`src/rtl/pg_age_pkg.sv`:
```
package pg_age_pkg;

    localparam int unsigned DEF_FRAMES = 8;
    localparam int unsigned DEF_AGE_W  = 8;

    function automatic int unsigned idx_width(input int unsigned n);
        return (n > 1) ? $clog2(n) : 1;
    endfunction

endpackage

```
`src/rtl/pg_age_frame.sv`:
```
module pg_age_frame #(
    parameter int unsigned AGE_W = 8
) (
    input  logic             clk,
    input  logic             rst_n,
    input  logic             tick_i,
    input  logic             acc_i,
    input  logic             fill_i,
    output logic [AGE_W-1:0] age_o,
    output logic             used_o
);

    typedef struct packed {
        logic             used;
        logic [AGE_W-1:0] age;
    } frame_state_t;

    frame_state_t st_d, st_q;

    always_comb begin
        st_d = st_q;
        if (tick_i) begin
            st_d.age  = {st_q.used, st_q.age[AGE_W-1:1]};
            st_d.used = 1'b0;
        end
        if (acc_i) begin
            st_d.used = 1'b1;
        end
        if (fill_i) begin
            st_d.age  = '0;
            st_d.used = 1'b1;
        end
    end

    always_ff @(posedge clk or negedge rst_n) begin
        if (!rst_n) begin
            st_q <= '0;
        end else begin
            st_q <= st_d;
        end
    end

    assign age_o  = st_q.age;
    assign used_o = st_q.used;

    AST_FILL_CLEARS: assert property (@(posedge clk) disable iff (!rst_n)
        fill_i |=> (age_o == '0) && used_o);
    AST_ACC_SETS: assert property (@(posedge clk) disable iff (!rst_n)
        acc_i |=> used_o);
    AST_AGE_HOLDS: assert property (@(posedge clk) disable iff (!rst_n)
        (!tick_i && !fill_i) |=> $stable(age_o));
    AST_TICK_TOP: assert property (@(posedge clk) disable iff (!rst_n)
        (tick_i && !fill_i) |=> age_o[AGE_W-1] == $past(used_o));
    AST_TICK_CLEARS: assert property (@(posedge clk) disable iff (!rst_n)
        (tick_i && !acc_i && !fill_i) |=> !used_o);

endmodule

```
`src/rtl/pg_age_min_find.sv`:
```
module pg_age_min_find #(
    parameter int unsigned NUM_FRAMES = 8,
    parameter int unsigned AGE_W      = 8,
    parameter int unsigned IDX_W      = 3
) (
    input  logic [NUM_FRAMES-1:0][AGE_W-1:0] ages_i,
    output logic [IDX_W-1:0]                 idx_o,
    output logic [AGE_W-1:0]                 age_o
);

    always_comb begin
        idx_o = '0;
        age_o = ages_i[0];
        for (int i = 1; i < NUM_FRAMES; i++) begin
            if (ages_i[i] < age_o) begin
                idx_o = IDX_W'(i);
                age_o = ages_i[i];
            end
        end
    end

endmodule

```
`src/rtl/pg_age_victim.sv`:
```
module pg_age_victim #(
    parameter int unsigned NUM_FRAMES = pg_age_pkg::DEF_FRAMES,
    parameter int unsigned AGE_W      = pg_age_pkg::DEF_AGE_W,
    parameter int unsigned IDX_W      = pg_age_pkg::idx_width(NUM_FRAMES)
) (
    input  logic             clk,
    input  logic             rst_n,
    input  logic             acc_valid,
    input  logic [IDX_W-1:0] acc_frame,
    input  logic             fill_valid,
    input  logic [IDX_W-1:0] fill_frame,
    input  logic             tick,
    input  logic             victim_req,
    output logic             victim_valid,
    output logic [IDX_W-1:0] victim_frame,
    output logic [AGE_W-1:0] victim_age
);

    typedef struct packed {
        logic             valid;
        logic [IDX_W-1:0] frame;
        logic [AGE_W-1:0] age;
    } result_t;

    logic [NUM_FRAMES-1:0][AGE_W-1:0] ages;
    logic [NUM_FRAMES-1:0]            used;
    logic [NUM_FRAMES-1:0]            acc_hit;
    logic [NUM_FRAMES-1:0]            fill_hit;
    logic [IDX_W-1:0]                 min_idx;
    logic [AGE_W-1:0]                 min_age;
    result_t                          res_d, res_q;

    for (genvar g = 0; g < NUM_FRAMES; g++) begin : g_frame
        assign acc_hit[g]  = acc_valid  && (acc_frame  == IDX_W'(g));
        assign fill_hit[g] = fill_valid && (fill_frame == IDX_W'(g));

        pg_age_frame #(
            .AGE_W (AGE_W)
        ) i_frame (
            .clk    (clk),
            .rst_n  (rst_n),
            .tick_i (tick),
            .acc_i  (acc_hit[g]),
            .fill_i (fill_hit[g]),
            .age_o  (ages[g]),
            .used_o (used[g])
        );

        AST_VICTIM_NOT_ABOVE: assert property (@(posedge clk) disable iff (!rst_n)
            victim_req |=> victim_age <= $past(ages[g]));
        AST_TIE_LOWEST: assert property (@(posedge clk) disable iff (!rst_n)
            victim_req |=> (victim_frame <= IDX_W'(g)) || ($past(ages[g]) > victim_age));
    end

    pg_age_min_find #(
        .NUM_FRAMES (NUM_FRAMES),
        .AGE_W      (AGE_W),
        .IDX_W      (IDX_W)
    ) i_min (
        .ages_i (ages),
        .idx_o  (min_idx),
        .age_o  (min_age)
    );

    always_comb begin
        res_d       = res_q;
        res_d.valid = victim_req;
        if (victim_req) begin
            res_d.frame = min_idx;
            res_d.age   = min_age;
        end
    end

    always_ff @(posedge clk or negedge rst_n) begin
        if (!rst_n) begin
            res_q <= '0;
        end else begin
            res_q <= res_d;
        end
    end

    assign victim_valid = res_q.valid;
    assign victim_frame = res_q.frame;
    assign victim_age   = res_q.age;

    AST_VALID_AFTER_REQ: assert property (@(posedge clk) disable iff (!rst_n)
        victim_req |=> victim_valid);
    AST_NO_SPURIOUS_VALID: assert property (@(posedge clk) disable iff (!rst_n)
        !victim_req |=> !victim_valid);
    AST_RESULT_HELD: assert property (@(posedge clk) disable iff (!rst_n)
        !victim_req |=> $stable(victim_frame) && $stable(victim_age));
    AST_AGE_MATCHES_FRAME: assert property (@(posedge clk) disable iff (!rst_n)
        victim_req |=> victim_age == $past(ages[min_idx]));

endmodule

```
`config.mk`:
```
export PLATFORM = sky130hd
export DESIGN_NAME = pg_age_victim
export DESIGN_NICKNAME = d
export VERILOG_FILES = /design/src/rtl/pg_age_pkg.sv /design/src/rtl/pg_age_frame.sv /design/src/rtl/pg_age_min_find.sv /design/src/rtl/pg_age_victim.sv
export SDC_FILE = /design/constraint.sdc
export NUM_CORES = 1
export LEC_CHECK = 0
export BUFFER_PORTS_ARGS = -buffer_cell sky130_fd_sc_hd__buf_2
export CORE_MARGIN = 2
export CORE_UTILIZATION = 50
export DETAILED_ROUTE_END_ITERATION = 8
export PLACE_DENSITY = 0.68
export SYNTH_ARGS = -nofsm -noshare
export SYNTH_HDL_FRONTEND = slang
export SYNTH_SLANG_ARGS = --single-unit
```
`constraint.sdc`:
```
create_clock -name clk -period 17.8 [get_ports clk]
set_input_delay 2.67 -clock clk [delete_from_list [all_inputs] [get_ports clk]]
set_output_delay 2.67 -clock clk [all_outputs]
set_load 0.1 [all_outputs]
```
# Word-level counts from Yosys, hierarchy flattened
# Index checks and enable logic that the tools add are counted.
# word_totals
reg_bits	84
in_bits	12
word_cells	112
# op_classes
order_cmp	7
n_eq_ne	14
n_mux	38
n_reduce_logical	34
# ops
operator	count
9-bit two-way mux	16
8-bit < comparator	7
8-bit two-way mux	7
3-bit equality test, second input constant	8
3-bit nonzero test	8
1-bit logical AND	16
2-bit nonzero test	8
3-bit by 2-bit equality test with 1-bit output, second input constant	4
3-bit two-way mux	4
1-bit two-way mux	9
3-bit by 1-bit equality test with 1-bit output, second input constant	2
3-bit zero test	2
2-bit two-way mux	2

# Logic depth before layout (Yosys ltp)
# logic_depth
ltp_word	14
depth_mapped	73

# Modules after synthesis
# A second synthesis with hierarchy kept.
# hier_totals
cells_unflattened	620
area_unflattened_um2	5958.2
# by_module_without_submodules
module	n_inst	cells_per_inst	area_each_um2
pg_age_frame	8	30	364.1
pg_age_min_find	1	340	2402.3
pg_age_victim	1	40	643.1

# Worst setup path before layout
# Ideal clock, no wire load.
# synth_timing
path_kind	flip-flop to flip-flop
start	register g_frame[0].i_frame.st_q (netlist bit g_frame[0].i_frame.age_o[1])
end	register res_q (netlist bit victim_age[2])
arrival_ns	13.580
setup_slack_ns	4.084
path_stages_with_launch	68
n_path_buf	7
synth_period_minus_slack_ns	13.716
path_cell_list	dfrtp_1 > inv_1 > ha_1 > a2111o_1 > a21oi_4 > clkbuf_1 > a21oi_1 > ha_1 > and4_1 > nand2_1 > or4_1 > o32ai_1 > or4b_1 > buf_2 > clkbuf_1 > nor2_1 > a21oi_1 > inv_1 > [32 not listed] > nand2_1 > a21oi_1 > a21o_1 > inv_1 > o31a_1 > buf_2 > nor2_1 > clkbuf_1 > o21ai_0 > ha_1 > a21o_1 > a21o_1 > a21oi_1 > o21ai_0 > a21oi_1 > or2_1 > buf_6 > o311ai_1
# synth_between
elab_chain_len	14
# synth_lines
element	line_no	text
from (decl)	pg_age_frame.sv:18	frame_state_t st_d, st_q;
from (signal assigned)	pg_age_frame.sv:39	st_q <= st_d;
8-bit < comparator	pg_age_min_find.sv:15	if (ages_i[i] < age_o) begin
8-bit two-way mux *	pg_age_min_find.sv:15	
8-bit < comparator	pg_age_min_find.sv:15	
8-bit two-way mux *	pg_age_min_find.sv:15	
8-bit < comparator	pg_age_min_find.sv:15	
8-bit two-way mux *	pg_age_min_find.sv:15	
8-bit < comparator	pg_age_min_find.sv:15	
8-bit two-way mux *	pg_age_min_find.sv:15	
8-bit < comparator	pg_age_min_find.sv:15	
8-bit two-way mux *	pg_age_min_find.sv:15	
8-bit < comparator	pg_age_min_find.sv:15	
8-bit two-way mux *	pg_age_min_find.sv:15	
8-bit < comparator	pg_age_min_find.sv:15	
8-bit two-way mux *	pg_age_min_find.sv:15	
to (signal assigned)	pg_age_victim.sv:78	res_q <= res_d;
to (decl)	pg_age_victim.sv:31	result_t res_d, res_q;
# Mark *: on every way between the ends. The rest lies on a longest branch, timed or not.
# A chain may end at the register's enable or synchronous reset.

# Worst setup path after layout
# layout_timing
start	register g_frame[0].i_frame.st_q (netlist bit g_frame[0].i_frame.age_o[1])
end	register res_q (netlist bit victim_age[4])
# Same word-level chain as after synthesis.

==> run metrics <==
Final min period=roughly 16000 ps; gate count after technology mapping=620; global-route wire length before repair=23000 um; Worst Setup EP=victim_age[4]; vias in the first global route=around 4500; Num CTS Buffers=9; ant diodes=0; share of cells above drive strength 1=0.0939; HP Class=reg2reg; largest net degree at the start of global routing=between 80 and 90; Cell Rows=38; Post-route DRC=0; worst slew pin tran=1120 ps; final hold vios=0; drt wl/cell=17.5 um; area share of the largest cell type after synthesis=0.370; Cell variety after synth=66; clock slew at reported path FFs=around 60 ps; Mapped Nets=672; CP endpoint kind=register; CTS tree=built; Async SR Flop Fraction=1.00; via-per-instance ratio=5.95; worst r2r src=g_frame[0].i_frame.age_o[1]; drt first pass iters=5; Crit path required time=about 18000 ps; IO Count=24; unrepaired setup endpoints after global routing=no; Fin Hold WS=501 ps; Clock Latency Late Sink=around 350 ps; FF+latch count, synth=84; Setup crit start kind=register; input/output buffers=23; R2R depth=60; core area=about 11000 um^2; CTS Buffer Depth=2; Final ANT Viol Nets=0; initial core utilization=0.517; Final setup viols=0; Syn-to-layout area delta=9.38%; die width=111 um; antenna violations before repair=0; via count=between 4000 and 5000; Synth area leader=dfrtp_1; DIE HEIGHT=111 um; Post-CTS Hold Buffers=0; syn_area_per_cell=9.16 um^2; final std cell area, no fill=6210 um^2; gpl congestion=about 0.93; outcome=finished clean; CTS H-tree lvls=3; Slew headroom=0.252; area post-placement=~6000 um^2; Primary FF master, synth=dfrtp_1; GRT Resource Usage Total=0.231; post-CTS sizing=0; critical-path maximum fanout=17; Achievable Freq=0.0640 GHz; Setup crit start=g_frame[0].i_frame.age_o[1]; Die ar.=12200 um^2; sequential area share after synthesis=0.370; post-CTS setup buffers=0; CTS Sinks=84; Worst path slowest cell=nor2_1; EDFF count, synth=0; CP Class=reg2reg; Synth Warn #=0; nets@finish=686; GRT overflow=0; CTS root buf=clkbuf_16; final core utilization=0.566; fill count=roughly 960; TNS Setup=0 ps; R2R setup slack=2160 ps; initial DRC count=401; Final Skew=between 5 and 6 ps; Crit path top cell by count=a21o_1; most frequent cells in the layout=102 x nor2_1, 84 x dfrtp_1, 75 x mux2i_1; Mapped Area=5680 um^2; Crit path largest cell delay=roughly 680 ps; commonest non-fill, non-tap cell in the layout=nor2_1; Final Routed Wirelength=13600 um; Worst EP arrival=~16000 ps; Max Cap Violations=0; post-DP HPWL=9970 um; Critical R2R Capture=victim_age[4]; fin crit share=0.878; largest cells by area after synthesis=dfrtp_1 37%, mux2i_1 13%, ha_1 8.8%; max-slew violations=0
[worst min-delay path by stage]
| stage | startpoint | end | cells past startpoint |
|---|---|---|---|
| floorplan | g_frame[0].i_frame.used_o | g_frame[0].i_frame.age_o[7] | 2 |
| global placement | victim_age[2] | victim_age[2] | 2 |
| detailed placement | victim_age[2] | victim_age[2] | 2 |
| CTS | victim_age[2] | victim_age[2] | 2 |
| global route | victim_age[2] | victim_age[2] | 2 |
| finish | victim_age[2] | victim_age[2] | 2 |
[synth_stat cells, types with 3 or more instances]
| cell type | count |
|---|---|
| o21ai_0 | 20 |
| or3_1 | 7 |
| mux2_2 | 8 |
| and4_1 | 3 |
| a31oi_1 | 7 |
| nor2_1 | 102 |
| nand2b_1 | 6 |
| a21o_1 | 14 |
| a21oi_1 | 38 |
| o211ai_1 | 21 |
| or2_2 | 3 |
| ha_1 | 40 |
| nor4_1 | 3 |
| inv_1 | 46 |
| nand4_1 | 5 |
| a221o_1 | 3 |
| o31a_1 | 3 |
| a211o_1 | 4 |
| nand2_1 | 33 |
| o21ai_1 | 3 |
| o22ai_1 | 3 |
| and3_1 | 4 |
| dfrtp_1 | 84 |
| and2_1 | 3 |
| mux2i_1 | 75 |
| nand3_1 | 4 |
| buf_2 | 3 |
| nor3_1 | 6 |
| nor2b_1 | 6 |
| clkbuf_1 | 14 |
[critical path, delay by kind of cell (launching register included)]
family,cells,cell delay [ps]
adders and majority gates,7,2140
muxes,2,810
buffers and inverters,5,310
DFF,1,440
AOI/OAI and AO/OA,36,8560
and+or+nand+nor,10,3190
[flip-flops by register name, summed over array words and instances (netlist names)]
register                count
g_frame.i_frame.used_o      8
victim_age                  8
victim_valid                1
victim_frame                3
g_frame.i_frame.age_o      64
[per-stage QoR]
| step | worst slack [ps] | cells |
|---|---|---|
| final | 2160 | 779 |
| after global routing | 877 | 779 |
| after CTS | 2410 | 779 |
| after detailed placement | 2510 | 763 |
| after global placement | 3160 | 763 |
| after floorplan | 4080 | 620 |
[routing by layer]
layer	vias up	share of wire	track usage
li1	2270	-	-
met2	117	0.44	0.340
met5	-	0	0
met3	16	0.045	0.0340
met1	2235	0.50	0.346
met4	0	0.016	0.0833
[cells by family (layout without fill, tap and decap cells)]
group	count (synthesis)	in the layout	share of synthesized area
AND/OR/NAND/NOR	189	189	0.149
multiplexers	83	83	0.148
flip-flops	84	84	0.370
AO/OA/AOI/OAI	153	153	0.192
buffers and inverters	67	86	0.0462
adder cells (fa/ha/maj)	42	42	0.0916
XOR/XNOR	2	2	0.00308
[layout make-up]
type	instances	area, um^2	share of cell area
clock buffer	9	225	0.0362
clock inverter	7	98.8	0.0159
multi-input combinational	469	3320	0.534
inverter	47	176	0.0284
sequential	84	2100	0.338
timing repair buffer	23	120	0.0193
tap	140	175	0.0282
Power is left out: the tool's default activity adds up to more than one toggle a clock period on the data nets, which glitch-free logic cannot reach.
